### src/rtl/uart_stat_pkg.sv
package uart_stat_pkg;
  localparam int REG_W = 8;
  localparam int ERR_W = 4;
  localparam int PIN_W = 4;

  typedef enum logic [1:0] {
    SEL_LSR  = 2'd0,
    SEL_IIR  = 2'd1,
    SEL_MSR  = 2'd2,
    SEL_RSVD = 2'd3
  } reg_sel_e;

  localparam logic [3:0] ID_NONE = 4'b0001;
  localparam logic [3:0] ID_RLS  = 4'b0110;
  localparam logic [3:0] ID_RDA  = 4'b0100;
  localparam logic [3:0] ID_THRE = 4'b0010;
  localparam logic [3:0] ID_MS   = 4'b0000;
endpackage

### src/rtl/uart_sticky_bits.sv
module uart_sticky_bits #(
  parameter int W = 4
) (
  input  logic         clk,
  input  logic         rst,
  input  logic [W-1:0] set_i,
  input  logic         clr_i,
  output logic [W-1:0] q_o
);
  // Set has priority over a same-cycle clearing read.
  always_ff @(posedge clk) begin
    if (rst) q_o <= '0;
    else     q_o <= (q_o & ~{W{clr_i}}) | set_i;
  end

  // an event in the read cycle is still present afterwards
  p_set_survives_r2: assert property (@(posedge clk) disable iff (rst)
    (|set_i) |=> ((q_o & $past(set_i)) == $past(set_i)));

  // a clearing read leaves only same-cycle events
  p_clear_on_read_r1: assert property (@(posedge clk) disable iff (rst)
    clr_i |=> ((q_o & ~$past(set_i)) == '0));
endmodule

### src/rtl/uart_line_status.sv
module uart_line_status
  import uart_stat_pkg::*;
(
  input  logic             clk,
  input  logic             rst,
  input  logic [ERR_W-1:0] err_ev_i,
  input  logic             rx_ready_i,
  input  logic             thre_ev_i,
  input  logic             thr_wr_i,
  input  logic             lsr_clr_i,
  output logic [REG_W-1:0] lsr_o,
  output logic             err_any_o
);
  logic [ERR_W-1:0] err_q;
  logic             thr_idle_q;

  uart_sticky_bits #(.W(ERR_W)) u_err (
    .clk  (clk),
    .rst  (rst),
    .set_i(err_ev_i),
    .clr_i(lsr_clr_i),
    .q_o  (err_q)
  );

  always_ff @(posedge clk) begin
    if (rst)            thr_idle_q <= 1'b1;
    else if (thre_ev_i) thr_idle_q <= 1'b1;
    else if (thr_wr_i)  thr_idle_q <= 1'b0;
  end

  assign lsr_o     = {2'b00, thr_idle_q, err_q, rx_ready_i};
  assign err_any_o = |err_q;

  // the empty strobe wins over a same-cycle write
  p_idle_set_r9: assert property (@(posedge clk) disable iff (rst)
    thre_ev_i |=> thr_idle_q);
endmodule

### src/rtl/uart_modem_track.sv
module uart_modem_track
  import uart_stat_pkg::*;
#(
  parameter int SYNC_STAGES = 2
) (
  input  logic             clk,
  input  logic             rst,
  input  logic [PIN_W-1:0] pins_n_i,
  input  logic             msr_clr_i,
  output logic [REG_W-1:0] msr_o,
  output logic             delta_any_o
);
  localparam int LAST = SYNC_STAGES - 1;

  logic [PIN_W-1:0] sync_q [SYNC_STAGES];
  logic [PIN_W-1:0] prev_q;
  logic [PIN_W-1:0] settled_n;
  logic [PIN_W-1:0] level;
  logic [PIN_W-1:0] chg;
  logic [PIN_W-1:0] delta_ev;
  logic [PIN_W-1:0] delta_q;

  always_ff @(posedge clk) begin
    if (rst) begin
      for (int s = 0; s < SYNC_STAGES; s++) sync_q[s] <= '1;
      prev_q <= '1;
    end else begin
      sync_q[0] <= pins_n_i;
      for (int s = 1; s < SYNC_STAGES; s++) sync_q[s] <= sync_q[s-1];
      prev_q <= sync_q[LAST];
    end
  end

  assign settled_n = sync_q[LAST];
  assign level     = ~settled_n;
  assign chg       = settled_n ^ prev_q;
  // index 0 CTS, 1 DSR, 2 RI (trailing edge only), 3 DCD
  assign delta_ev  = {chg[3], ~prev_q[2] & settled_n[2], chg[1], chg[0]};

  uart_sticky_bits #(.W(PIN_W)) u_delta (
    .clk  (clk),
    .rst  (rst),
    .set_i(delta_ev),
    .clr_i(msr_clr_i),
    .q_o  (delta_q)
  );

  assign msr_o       = {level, delta_q};
  assign delta_any_o = |delta_q;

  // trailing-edge RI only appears after RI went active to inactive
  p_teri_trailing_r4: assert property (@(posedge clk) disable iff (rst)
    $rose(delta_q[2]) |-> $past(~prev_q[2] & settled_n[2]));
endmodule

### src/rtl/uart_int_ident.sv
module uart_int_ident
  import uart_stat_pkg::*;
(
  input  logic             clk,
  input  logic             rst,
  input  logic [3:0]       ier_i,
  input  logic             err_any_i,
  input  logic             rx_ready_i,
  input  logic             ms_any_i,
  input  logic             thre_ev_i,
  input  logic             thr_wr_i,
  input  logic             iir_rd_i,
  output logic [REG_W-1:0] iir_o,
  output logic             irq_o
);
  logic       thre_pend_q;
  logic [3:0] id;

  always_comb begin
    if (ier_i[2] && err_any_i)        id = ID_RLS;
    else if (ier_i[0] && rx_ready_i)  id = ID_RDA;
    else if (ier_i[1] && thre_pend_q) id = ID_THRE;
    else if (ier_i[3] && ms_any_i)    id = ID_MS;
    else                              id = ID_NONE;
  end

  always_ff @(posedge clk) begin
    if (rst)                                       thre_pend_q <= 1'b0;
    else if (thre_ev_i)                            thre_pend_q <= 1'b1;
    else if (thr_wr_i || (iir_rd_i && id == ID_THRE)) thre_pend_q <= 1'b0;
  end

  assign iir_o = {4'b0000, id};
  assign irq_o = (id != ID_NONE);

  // strobe during the identification read keeps the flag
  p_thre_survives_r8: assert property (@(posedge clk) disable iff (rst)
    thre_ev_i |=> thre_pend_q);

  // reporting read without a new strobe clears the flag
  p_thre_cleared_r7: assert property (@(posedge clk) disable iff (rst)
    (iir_rd_i && iir_o[3:0] == ID_THRE && !thre_ev_i) |=> !thre_pend_q);

  // enabled line errors always take the top code
  p_rls_first_r6: assert property (@(posedge clk) disable iff (rst)
    (ier_i[2] && err_any_i) |-> (iir_o[3:0] == ID_RLS));

  // irq agrees with the pending bit of the code
  p_irq_code_r10: assert property (@(posedge clk) disable iff (rst)
    irq_o == !iir_o[0]);
endmodule

### src/rtl/uart_status_regs.sv
module uart_status_regs
  import uart_stat_pkg::*;
#(
  parameter int SYNC_STAGES = 2
) (
  input  logic             clk,
  input  logic             rst,
  input  logic             rx_ready,
  input  logic [ERR_W-1:0] rx_err_ev,
  input  logic             thre_ev,
  input  logic             thr_write,
  input  logic [PIN_W-1:0] modem_n,
  input  logic [3:0]       int_en,
  input  logic             rd_en,
  input  logic [1:0]       rd_sel,
  output logic [REG_W-1:0] rd_data,
  output logic             irq
);
  logic [REG_W-1:0] lsr, msr, iir;
  logic             err_any, ms_any;
  logic             lsr_rd, msr_rd, iir_rd;
  reg_sel_e         sel;

  assign sel    = reg_sel_e'(rd_sel);
  assign lsr_rd = rd_en && sel == SEL_LSR;
  assign msr_rd = rd_en && sel == SEL_MSR;
  assign iir_rd = rd_en && sel == SEL_IIR;

  uart_line_status u_line (
    .clk       (clk),
    .rst       (rst),
    .err_ev_i  (rx_err_ev),
    .rx_ready_i(rx_ready),
    .thre_ev_i (thre_ev),
    .thr_wr_i  (thr_write),
    .lsr_clr_i (lsr_rd),
    .lsr_o     (lsr),
    .err_any_o (err_any)
  );

  uart_modem_track #(.SYNC_STAGES(SYNC_STAGES)) u_modem (
    .clk        (clk),
    .rst        (rst),
    .pins_n_i   (modem_n),
    .msr_clr_i  (msr_rd),
    .msr_o      (msr),
    .delta_any_o(ms_any)
  );

  uart_int_ident u_ident (
    .clk       (clk),
    .rst       (rst),
    .ier_i     (int_en),
    .err_any_i (err_any),
    .rx_ready_i(rx_ready),
    .ms_any_i  (ms_any),
    .thre_ev_i (thre_ev),
    .thr_wr_i  (thr_write),
    .iir_rd_i  (iir_rd),
    .iir_o     (iir),
    .irq_o     (irq)
  );

  always_ff @(posedge clk) begin
    if (rst) begin
      rd_data <= '0;
    end else if (rd_en) begin
      case (sel)
        SEL_LSR: rd_data <= lsr;
        SEL_IIR: rd_data <= iir;
        SEL_MSR: rd_data <= msr;
        default: rd_data <= '0;
      endcase
    end
  end

  // read data only moves after a read strobe
  p_rd_hold_r11: assert property (@(posedge clk) disable iff (rst)
    !rd_en |=> $stable(rd_data));
endmodule

### config.mk
export PLATFORM = sky130hd
export DESIGN_NAME = uart_status_regs
export DESIGN_NICKNAME = d
export VERILOG_FILES = /design/src/rtl/uart_stat_pkg.sv /design/src/rtl/uart_sticky_bits.sv /design/src/rtl/uart_line_status.sv /design/src/rtl/uart_modem_track.sv /design/src/rtl/uart_int_ident.sv /design/src/rtl/uart_status_regs.sv
export SDC_FILE = /design/constraint.sdc
export NUM_CORES = 1
export LEC_CHECK = 0
export ABC_AREA = 1
export BUFFER_PORTS_ARGS = -buffer_cell sky130_fd_sc_hd__buf_2
export CORE_AREA = 2 2 54 56
export DETAILED_ROUTE_END_ITERATION = 8
export DIE_AREA = 0 0 56 58
export PLACE_DENSITY = 0.67
export SETUP_SLACK_MARGIN = 0.3
export SLEW_MARGIN = 0
export SYNTH_ARGS = -nofsm -noshare
export SYNTH_HDL_FRONTEND = slang
export SYNTH_SLANG_ARGS = --single-unit
### constraint.sdc
create_clock -name clk -period 1.85 [get_ports clk]
set_clock_uncertainty 0.2 [all_clocks]
set_input_delay 0.0925 -clock clk [delete_from_list [all_inputs] [get_ports clk]]
set_output_delay 0.0925 -clock clk [all_outputs]
set_load 0.1 [all_outputs]
==> results of run 1 <==
timing repair:
| item | CTS | global route |
|---|---|---|
| setup buffers | 4 | 3 |
| pin swaps | 4 | 5 |
| hold endpoints to repair | 19 | 0 |
| resized for setup | 8 | 7 |
| hold buffers | 26 | 0 |
| setup endpoints to repair | 1 | 4 |
routing by layer:
metal  vias up  part of all wire [%]  GRT usage [%]
met5         -                     0              0
met4         0                   2.0           8.84
met3         9                   5.2           6.70
met2        50                    49           34.3
met1       527                    43           21.7
li1        565                     -              -
per-stage QoR:
| stage | hold slack, ps | worst slack, ps |
|---|---|---|
| after floorplan | -10.4 | 357 |
| after global placement | 68.0 | 543 |
| after detailed placement | 74.1 | 532 |
| after CTS | 3.18 | 292 |
| after global routing | 37.4 | 202 |
| final | 11.4 | 251 |
cells in the mapped netlist:
| library cell | n | area share (%) |
|---|---|---|
| nor2_1 | 8 | 2.6 |
| a21oi_2 | 1 | 0.76 |
| a21boi_2 | 1 | 0.98 |
| o21ai_0 | 2 | 0.87 |
| a21oi_4 | 1 | 1.4 |
| nand2_2 | 2 | 1.1 |
| o21ai_1 | 2 | 0.87 |
| clkbuf_8 | 1 | 1.2 |
| inv_2 | 4 | 1.3 |
| dfxtp_1 | 30 | 52 |
| clkbuf_1 | 2 | 0.65 |
| nor2_2 | 2 | 1.1 |
| nor2_4 | 2 | 2.0 |
| a22o_1 | 2 | 1.5 |
| xnor2_1 | 3 | 2.3 |
| or2_1 | 6 | 3.3 |
| a21oi_1 | 11 | 4.8 |
| or2_2 | 4 | 2.2 |
| nand2_1 | 31 | 10 |
| a31oi_1 | 2 | 1.1 |
| nand3_1 | 11 | 4.8 |
| inv_1 | 9 | 2.9 |
sequential cells by signal, summed over array words and instances (netlist names):
register,flops
rd_data,8
u_ident.thre_pend_q,1
u_line.thr_idle_q,1
u_line.u_err.q_o,4
u_modem.prev_q,4
u_modem.sync_q,8
u_modem.u_delta.q_o,4
cells by family (layout without fill, tap and decap cells):
kind of cell / count (synthesis) / count (layout) / share of synthesized area [%]
AO/OA/AOI/OAI: 22 / 22 / 12.3
XOR/XNOR: 3 / 3 / 2.29
buffers and inverters: 16 / 82 / 6.09
flip-flops: 30 / 30 / 52.2
AND/OR/NAND/NOR: 66 / 66 / 27.1
critical path: cells and delay by family, from the launching register on:
kind            cells  cell delay [ps]
buf+inv             1              170
compound gates      1              150
flops               1              350
simple gates        3              320
how the worst min path moves through the flow:
stage	cells past startpoint	start	to
after floorplan	1	modem_n[1]	u_modem.sync_q[0][1]
after global placement	2	modem_n[1]	u_modem.sync_q[0][1]
after detailed placement	2	modem_n[2]	u_modem.sync_q[0][2]
after CTS	4	rd_en	rd_data[5]
after global routing	6	rd_sel[1]	rd_data[3]
final	4	rd_en	rd_data[5]
power groups by stage:
| stage | logic (mW) | registers (mW) | clock network (mW) |
|---|---|---|---|
| 2_1_floorplan | 0.105 | 0.746 | 0 |
| 3_3_place_gp | 0.189 | 0.707 | 0 |
| 3_5_place_dp | 0.191 | 0.708 | 0 |
| 4_1_cts | 0.261 | 0.693 | 0.418 |
| 5_1_grt | 0.296 | 0.698 | 0.451 |
| 6_report | 0.280 | 0.695 | 0.411 |
area by class of cell:
| cell class | instances | area, um2 |
|---|---|---|
| Tap cell | 31 | 38.8 |
| Sequential cell | 30 | 608 |
| Inverter | 13 | 48.8 |
| Clock buffer | 6 | 51.3 |
| Multi-Input combinational cell | 91 | 495 |
| Timing Repair Buffer | 61 | 468 |
| Fill cell | 222 | 940 |
| Clock inverter | 2 | 12.5 |
==> metrics.md, run 1 <==
| Metric | Value |
|---|---|
| Outcome | complete, no violations |
| Synth Cell Area | ~1100 um2 |
| Largest stage delay on the critical path | approximately 350 ps |
| Initial cell density of the core | a little over two fifths |
| Final net count | approximately 220 |
| I/O Buffers | 28 |
| CTS buffer count | 5 |
| Slew margin rel. | just under 70% |
| Area of the die | between 3000 and 4000 um2 |
| Flop pwr share | 50.2% |
| Crit path capture | irq |
| CTS tree | built |
| Total chip power | between 1 and 1.5 mW |
| Post-synthesis sequential area ratio | ~52% |
| Minimum clock period | roughly 1600 ps |
| Root buffer cell | clkbuf_4 |
| Fmax | ~630 MHz |
| Crit path launch type | flip-flop |
| Critical path class | flip-flop to primary output |
| CP startpoint | u_line.u_err.q_o[1] |
| 1st-pass router iterations | 4 |
| Synthesis-stage register bit count | 30 |
| Synthesized Nets | ~160 |
| # rows | 19 |
| RSZ-0062 raised after global routing | true |
| Cells after Synth | between 100 and 150 |
| Setup slack, reg-to-reg | 290 ps |
| Global-route wire length before repair | 4.82 mm |
| Largest net degree at the start of global routing | 11 |
| Die X | 56 um |
| CTS Buffer Depth | 2 |
| Avg Vias per Cell | slightly below 5 |
| Iteration-0 DRC Markers | 47 |
| Layout area overhead | 49.8% |
| Critical-path top delay cell | dfxtp_2 |
| Worst setup EP type | primary output |
| Max-capacitance violation count | 0 |
| CP Cell Sequence | nor2_2, nand2_2, a21oi_4, nand2_2, buf_12 |
| Vert. Die Dim | around 58 um |
| Worst EP arrival | 1310 ps |
| Fin util | approximately two thirds |
| HPWL Detailed | around 1.5 mm |
| # setup viols final | 0 |
| DRT Wirelength | ~3.0 mm |
| Io pins | 29 |
| Global route overflow | 0 |
| Power per cell area | slightly above 800 nW/um2 |
| Launching point of the worst reg2reg path | u_line.u_err.q_o[1] |
| Cell area after layout | about 1700 um2 |
| Least-Margin Pin Slew | 485 ps |
| Average wire per standard cell | 12.9 um |
| Final non-filler cell total | around 230 |
| Routed via count | 1,151 |
| Final Hold Fails | 0 |
| Vias in the first global route | 1,114 |
| Slew Limit Fails | 0 |
| Clock tree sinks | 30 |
| Post-route DRC | 0 |
| Gpl congestion | between 0.9 and 1 |
| Switching part of the total power | between 20 and 30% |
| Mapped Avg Cell Area | 8.39 um2 |
| Clk network pwr share | between 20% and 30% |
| Layout cells sized above 1 | 35.0% |
| Internal cell power | between 0.9 and 1 mW |
| Period utilisation layout | 86.4% |
| Worst-path clk slew | around 90 ps |
| Leakage | between 0.7 and 0.8 nW |
| Cell Area, Placed | approximately 1300 um2 |
| Worst endpoint required time | approximately 1600 ps |
| Worst hold path type | input port to flip-flop |
| Crit path top cell by count | nand2_2 |
| Worst vdd ir | 0.000591 V |
| Most common cell after layout, fill and taps aside | nand2_1 |
| Yosys cell types | 22 |
| R2R cell count | 9 |
| CTS H-Tree Depth | 2 |
| Net switching power | slightly above 0.4 mW |
| Post-Place Cells | around 190 |
| Worst skew pair latency | roughly 320 ps |
| Number of synthesis warnings | 0 |
| Initial antenna violation count | 0 |
| Most frequent cells in the layout | nand2_1 (30), buf_2 (27), dlygate4sd3_1 (26), dfxtp_1 (24), nand3_1 (11) |
| Logic gate share of total power | around a fifth |
| Max FO, Critical Path | 2 |
| Detail Route Antenna Nets | 0 |
| Setup TNS | 0 ps |
| Total track usage | between 10% and 20% |
| Worst r2r dst | rd_data[0] |
| Ant diodes | 0 |
| CORE AREA | around 2700 um2 |
(Power assumes the default switching activity.)
==> inputs of run 2 (changes only) <==
Settings changed: CORE_AREA 2 2 54 56 to 2 2 62 49, DIE_AREA 0 0 56 58 to 0 0 64 51, PLACE_DENSITY 0.67 to 0.68.
==> metrics.md, run 2 (synthesized netlist as in run 1, its figures left out) <==
| Metric | Value |
|---|---|
| WHS | -12.4 ps (was 11.4 ps) |
| Crit. path cell count | 5 (unchanged) |
| CP Cell Sequence | nor2_2, nand2_1, a21boi_2, nand2_2, buf_12 (was nor2_2, nand2_2, a21oi_4, nand2_2, buf_12) |
| Worst EP arrival | 1260 ps (was 1310 ps) |
| Layout cells sized above 1 | 35.3% (was 35.0%) |
| Io pins | 29 (unchanged) |
| CTS Buffer Depth | 2 (unchanged) |
| Area of the die | 3260 um2 (was 3250 um2) |
| R2R cell count | 4 (was 9) |
| Violated checks | hold timing |
| Total track usage | 19.5% (was 19.6%) |
| Critical-path top delay cell | dfxtp_2 (unchanged) |
| Fillers | 244 (was 222) |
| Power per cell area | 803 nW/um2 (was 804 nW/um2) |
| Worst-path clk slew | 90 ps (about the same) |
| Worst setup EP type | primary output (unchanged) |
| Initial antenna violation count | 0 (unchanged) |
| Slew Limit Fails | 0 (unchanged) |
| Average wire per standard cell | 11.8 um (was 12.9 um) |
| Crit path launch type | flip-flop (unchanged) |
| # setup viols final | 0 (unchanged) |
| CORE AREA | 2740 um2 (was 2660 um2) |
| I/O Buffers | 28 (unchanged) |
| Outcome | finished with violations (was complete, no violations) |
| Avg Vias per Cell | 4.60 (was 4.92) |
| 1st-pass router iterations | 4 (unchanged) |
| Setup TNS | 0 ps (unchanged) |
| Most frequent cells in the layout | nand2_1 (30), buf_2 (27), dlygate4sd3_1 (24), dfxtp_1 (23), nand3_1 (11) (was nand2_1 (30), buf_2 (27), dlygate4sd3_1 (26), dfxtp_1 (24), nand3_1 (11)) |
| Worst skew pair latency | 330 ps (was 320 ps) |
| Routed via count | 1,099 (was 1,151) |
| Leakage | 0.788 nW (was 0.797 nW) |
| Slew margin rel. | 67.5% (was 67.9%) |
| Total chip power | 1.37 mW (was 1.39 mW) |
| Detail Route Antenna Nets | 0 (unchanged) |
| Initial cell density of the core | 41.9% (was 43.2%) |
| Least-Margin Pin Slew | 490 ps (was 485 ps) |
| Vert. Die Dim | 51 um (was 58 um) |
| Worst hold path type | input port to flip-flop (unchanged) |
| Critical path class | flip-flop to primary output (unchanged) |
| Most common cell after layout, fill and taps aside | nand2_1 (unchanged) |
| Largest net degree at the start of global routing | 11 (unchanged) |
| Post-route DRC | 0 (unchanged) |
| Largest stage delay on the critical path | 330 ps (was 350 ps) |
| Largest regs | rd_data (8), u_modem.sync_q (8) (unchanged) |
| Largest delay share family, worst path | flip-flops (unchanged) |
| Clock tree sinks | 30 (unchanged) |
| Global-route wire length before repair | 4.74 mm (was 4.82 mm) |
| Global route overflow | 0 (unchanged) |
| Final Hold Fails | 2 (was 0) |
| HPWL Detailed | 1.71 mm (was 1.54 mm) |
| Multi-input gate area | 490 um2 (was 495 um2) |
| CTS tree | built (unchanged) |
| DRT Wirelength | 2.81 mm (was 3.03 mm) |
| Worst vdd ir | 0.000556 V (was 0.000591 V) |
| Minimum clock period | 1550 ps (was 1600 ps) |
| Worst endpoint required time | 1560 ps (about the same) |
| CTS buffer count | 5 (unchanged) |
| CP bufs+invs | 1 (unchanged) |
| RSZ-0062 raised after global routing | true (unchanged) |
| Die X | 64 um (was 56 um) |
| Final net count | 220 (was 222) |
| Root buffer cell | clkbuf_4 (unchanged) |
| # rows | 17 (was 19) |
| Iteration-0 DRC Markers | 82 (was 47) |
| Fmax | 644 MHz (was 625 MHz) |
| Vias in the first global route | 1,073 (was 1,114) |
| Gpl congestion | 0.808 (was 0.908) |
| Max-capacitance violation count | 0 (unchanged) |
| Max FO, Critical Path | 2 (unchanged) |
| Layout area overhead | 48.5% (was 49.8%) |
| Storage cell area | 609 um2 (was 608 um2) |
| Period utilisation layout | 83.9% (was 86.4%) |
| CTS H-Tree Depth | 2 (unchanged) |
| Ant diodes | 0 (unchanged) |
| Hold Path Depth | 3 (was 4) |
-- run 2: worst min-delay path: stages --
cell	delay [ps]
buf_2	160
inv_1	150
nand2_1	90
-- run 2: path summary, 6_finish.rpt --
path / start / endpoint / slack (ps)
worst max-delay path: u_modem.u_delta.q_o[1] / irq / 300
worst min-delay path: rst / u_modem.prev_q[1] / -10
worst max register to register: u_line.u_err.q_o[2] / u_line.u_err.q_o[2] / 350
worst min register to register: u_modem.sync_q[0][1] / u_modem.sync_q[0][5] / 210
-- run 2: cell type report --
cell class                 instances  share of cell area [%]
sequential                        30                    35.7
multi-input combinational         91                    28.7
timing repair buffer              59                    26.2
clock buffer                       6                    3.00
inverter                          13                    2.86
tap                               38                    2.78
clock inverter                     2                   0.733
-- run 2: through the flow --
stage	hold slack, ps	area, um2	instances	utilization (%)	setup WS, ps
detailed placement	72.6	1320	200	48.0	516
global placement	68.0	1320	200	48.0	539
floorplan	-10.4	1150	137	-	357
CTS	0.843	1700	239	61.9	286
global route	15.8	1710	239	62.2	218
finish	-12.4	1710	239	62.2	297
-- run 2: timing repair --
action / CTS / global route
setup buffers: 7 / 0
hold endpoints to repair: 18 / 1
endpoints found under the setup margin: 1 / 3
pin swaps: 5 / 4
resized for setup: 12 / 3
hold buffers: 24 / 1
-- run 2: power by group --
group	switching, mW	internal, mW	total, mW
combinational	0.155	0.115	0.270
sequential	0.0160	0.678	0.694
clock	0.225	0.182	0.407
total	0.395	0.975	1.37
-- run 2: metal layers --
metal  up-vias  share of wire (%)  GRT usage, %
met5         -                  0             0
met4         0               0.82          5.80
met3         4                6.9          7.93
met2        37                 46          32.6
met1       494                 46          23.0
li1        564                  -             -
==> inputs of run 3 (changes only) <==
Settings changed: ABC_AREA 1 to 0, CORE_AREA 2 2 62 49 to 2 2 61 49, DIE_AREA 0 0 64 51 to 0 0 63 51, PLACE_DENSITY 0.68 to 0.7.
Clock period 1.85 ns to 1.28 ns, I/O delays scaled along.
==> metrics.md, run 3 <==
| Metric | Value |
|---|---|
| Slew margin rel. | 70.9% (was 67.5%) |
| CP startpoint | u_line.u_err.q_o[0] (was u_modem.u_delta.q_o[1]) |
| Synth Cell Area | 1130 um2 (was 1150 um2) |
| DRT Wirelength | 2.68 mm (was 2.81 mm) |
| Root buffer cell | clkbuf_4 (unchanged) |
| Post-route DRC | 0 (unchanged) |
| Post-synth EDFFs | 0 (unchanged) |
| Vert. Die Dim | 51 um (unchanged) |
| CTS H-Tree Depth | 2 (unchanged) |
| 1st-pass router iterations | 4 (unchanged) |
| Worst skew pair latency | 330 ps (about the same) |
| Final non-filler cell total | 209 (was 239) |
| Largest net degree at the start of global routing | 29 (was 11) |
| Synth top area cells | dfxtp_1 (53%), or2_2 (6.6%), nor2_1 (6.0%), a21oi_1 (5.8%), mux2i_1 (5.3%) (was dfxtp_1 (52%), nand2_1 (10%), a21oi_1 (4.8%), nand3_1 (4.8%), or2_1 (3.3%)) |
| Cell area after layout | 1890 um2 (was 1710 um2) |
| Crit path launch type | flip-flop (unchanged) |
| Ant diodes | 0 (unchanged) |
| RSZ-0062 raised after global routing | true (unchanged) |
| Outcome | finished with violations (unchanged) |
| Hold buffer count at cts | 10 (was 24) |
| Worst-path clk slew | 90 ps (about the same) |
| Layout area overhead | 67.5% (was 48.5%) |
| CP Cell Sequence | o41ai_4, nand4_4, buf_12 (was nor2_2, nand2_1, a21boi_2, nand2_2, buf_12) |
| Max FO, Critical Path | 2 (unchanged) |
| Yosys cell types | 27 (was 22) |
| Leakage | 0.774 nW (was 0.788 nW) |
| Primary FF master, synth | dfxtp_1 (unchanged) |
| CTS tree | built (unchanged) |
| Dpl ws | -314 ps (was 516 ps) |
| Setup TNS | -1640 ps (was 0 ps) |
| Final Hold Fails | 16 (was 2) |
| Total chip power | 2.07 mW (was 1.37 mW) |
| WHS | -66.2 ps (was -12.4 ps) |
| Fmax | between 500 and 600 MHz |
| Post-synthesis sequential area ratio | 53.1% (was 52.2%) |
| CTS Buffer Depth | 2 (unchanged) |
| Global route overflow | 0 (unchanged) |
| HP Start | rd_en (was rst) |
| Violated checks | hold timing, setup timing (was hold timing) |
| Minimum clock period | 1730 ps |
| # setup viols final | 5 (was 0) |
| Clock tree sinks | 30 (unchanged) |
| Largest regs | rd_data (8), u_modem.sync_q (8) (unchanged) |
| Largest delay share family, worst path | compound AO/OA/AOI/OAI gates (was flip-flops) |
| Most common cell after layout, fill and taps aside | buf_2 (was nand2_1) |
| I/O Buffers | 28 (unchanged) |
| Avg Vias per Cell | 4.95 (was 4.60) |
| Launching point of the worst reg2reg path | u_line.u_err.q_o[0] (was u_line.u_err.q_o[2]) |
| Total track usage | 18.3% (was 19.5%) |
| Worst vdd ir | 0.000569 V (was 0.000556 V) |
| Most numerous cell in the Yosys netlist | dfxtp_1 (was nand2_1) |
| Synth async-reset ratio | 0% (unchanged) |
| Fillers | 179 (was 244) |
| HPWL Detailed | 1.71 mm (about the same) |
| Mapped Avg Cell Area | 9.84 um2 (was 8.39 um2) |
| Most frequent cells in the layout | buf_2 (19), nor2_1 (16), or2_2 (12), dfxtp_1 (11) (was nand2_1 (30), buf_2 (27), dlygate4sd3_1 (24), dfxtp_1 (23), nand3_1 (11)) |
| CTS buffer count | 5 (unchanged) |
| Power per cell area | 1090 nW/um2 (was 803 nW/um2) |
| Global-route wire length before repair | 4.46 mm (was 4.74 mm) |
| Leading area contributor after synthesis | dfxtp_1 (unchanged) |
| Io pins | 29 (unchanged) |
| Period utilisation layout | 135% |
| Largest stage delay on the critical path | 420 ps (was 330 ps) |
| Layout cells sized above 1 | 61.4% (was 35.3%) |
| Cells after Synth | 115 (was 137) |
| Fin util | 70.1% (was 62.2%) |
| Initial cell density of the core | 41.9% (about the same) |
| Synth top area share | 53.1% (was 52.2%) |
| CP bufs+invs | 1 (unchanged) |
| Synthesized Nets | 135 (was 157) |
| Post-layout worst setup margin | -446 ps (was 297 ps) |
| Number of synthesis warnings | 0 (unchanged) |
| Critical-path top delay cell | o41ai_4 (was dfxtp_2) |
| Worst EP arrival | 1460 ps (was 1260 ps) |
| Cell Area, Placed | 1560 um2 (was 1320 um2) |
| Die X | 63 um (was 64 um) |
| Worst endpoint required time | 1020 ps (was 1560 ps) |
| Gpl congestion | 0.882 (was 0.808) |
| Slew Limit Fails | 0 (unchanged) |
| Worst hold path type | input port to flip-flop (unchanged) |
| Max-capacitance violation count | 0 (unchanged) |
| Least-Margin Pin Slew | 437 ps (was 490 ps) |
| Final net count | 190 (was 220) |
| Post-Place Cells | 185 (was 200) |
| Worst setup EP type | primary output (unchanged) |
| Routed via count | 1,035 (was 1,099) |
| Post-synth top cells | dfxtp_1 (30), nor2_1 (18), a21oi_1 (13), or2_2 (12), mux2i_1 (6) (was nand2_1 (31), dfxtp_1 (30), a21oi_1 (11), nand3_1 (11), inv_1 (9)) |
| Critical path class | flip-flop to primary output (unchanged) |
| CORE AREA | 2700 um2 (was 2740 um2) |
| Initial antenna violation count | 0 (unchanged) |
| Synthesis-stage register bit count | 30 (unchanged) |
| Detail Route Antenna Nets | 0 (unchanged) |
| Iteration-0 DRC Markers | 31 (was 82) |
| # rows | 17 (unchanged) |
| Vias in the first global route | 1,001 (was 1,073) |
| Area of the die | 3210 um2 (was 3260 um2) |
| Average wire per standard cell | 12.8 um (was 11.8 um) |
-- run 3: worst register-to-register path: stages, from the launching register on --
cell and delay [ps]:
dfxtp_2 340, o41ai_4 420, nand4_4 160, buf_4 180, nor3b_2 150, o221a_1 190
-- run 3: report_power, final --
part	leakage, nW	internal (mW)	switching (mW)	total, mW
Sequential	0.254	0.973	0.0399	1.01
Clock	0.0353	0.266	0.321	0.586
Combinational	0.485	0.226	0.244	0.470
Total	0.774	1.46	0.605	2.07
-- run 3: final timing paths --
kind,cells after the start,end,slack (ps)
worst min register to register,1,u_modem.sync_q[0][5],210
worst max register to register,5,rd_data[0],-410
worst min-delay path,4,rd_data[3],-70
worst max-delay path,3,irq,-450
-- run 3: repair_timing --
item | in CTS | in global routing
pin swaps | 12 | 12
gates resized for setup | 19 | 20
cloned | 0 | 0
endpoints found under the hold margin | 22 | 13
buffers inserted | 3 | 3
setup endpoints to repair | 18 | 24
-- run 3: layout make-up --
type / count / area [um2] / area share, %
Clock buffer: 7 / 55.1 / 2.91
Clock inverter: 1 / 5.00 / 0.264
Inverter: 2 / 7.51 / 0.396
Multi-Input combinational cell: 77 / 598 / 31.6
Sequential cell: 30 / 647 / 34.1
Tap cell: 38 / 47.5 / 2.51
Timing Repair Buffer: 54 / 534 / 28.2
-- run 3: metal layers --
metal / up-vias / wire length (um) / GRT usage [%]
met5: - / 0 / 0
met4: 0 / 45 / 7.41
met3: 6 / 177 / 8.15
met2: 37 / 1340 / 31.4
met1: 484 / 1110 / 20.1
li1: 508 / - / -
-- run 3: logic make-up (layout without fill, tap and decap cells) --
logic type,after synthesis,count (layout),share of synthesized area [%]
buf+inv,8,64,2.77
xor+xnor,3,3,2.32
flops,30,30,53.1
simple gates,42,42,20.0
compound gates,26,26,16.5
mux,6,6,5.31
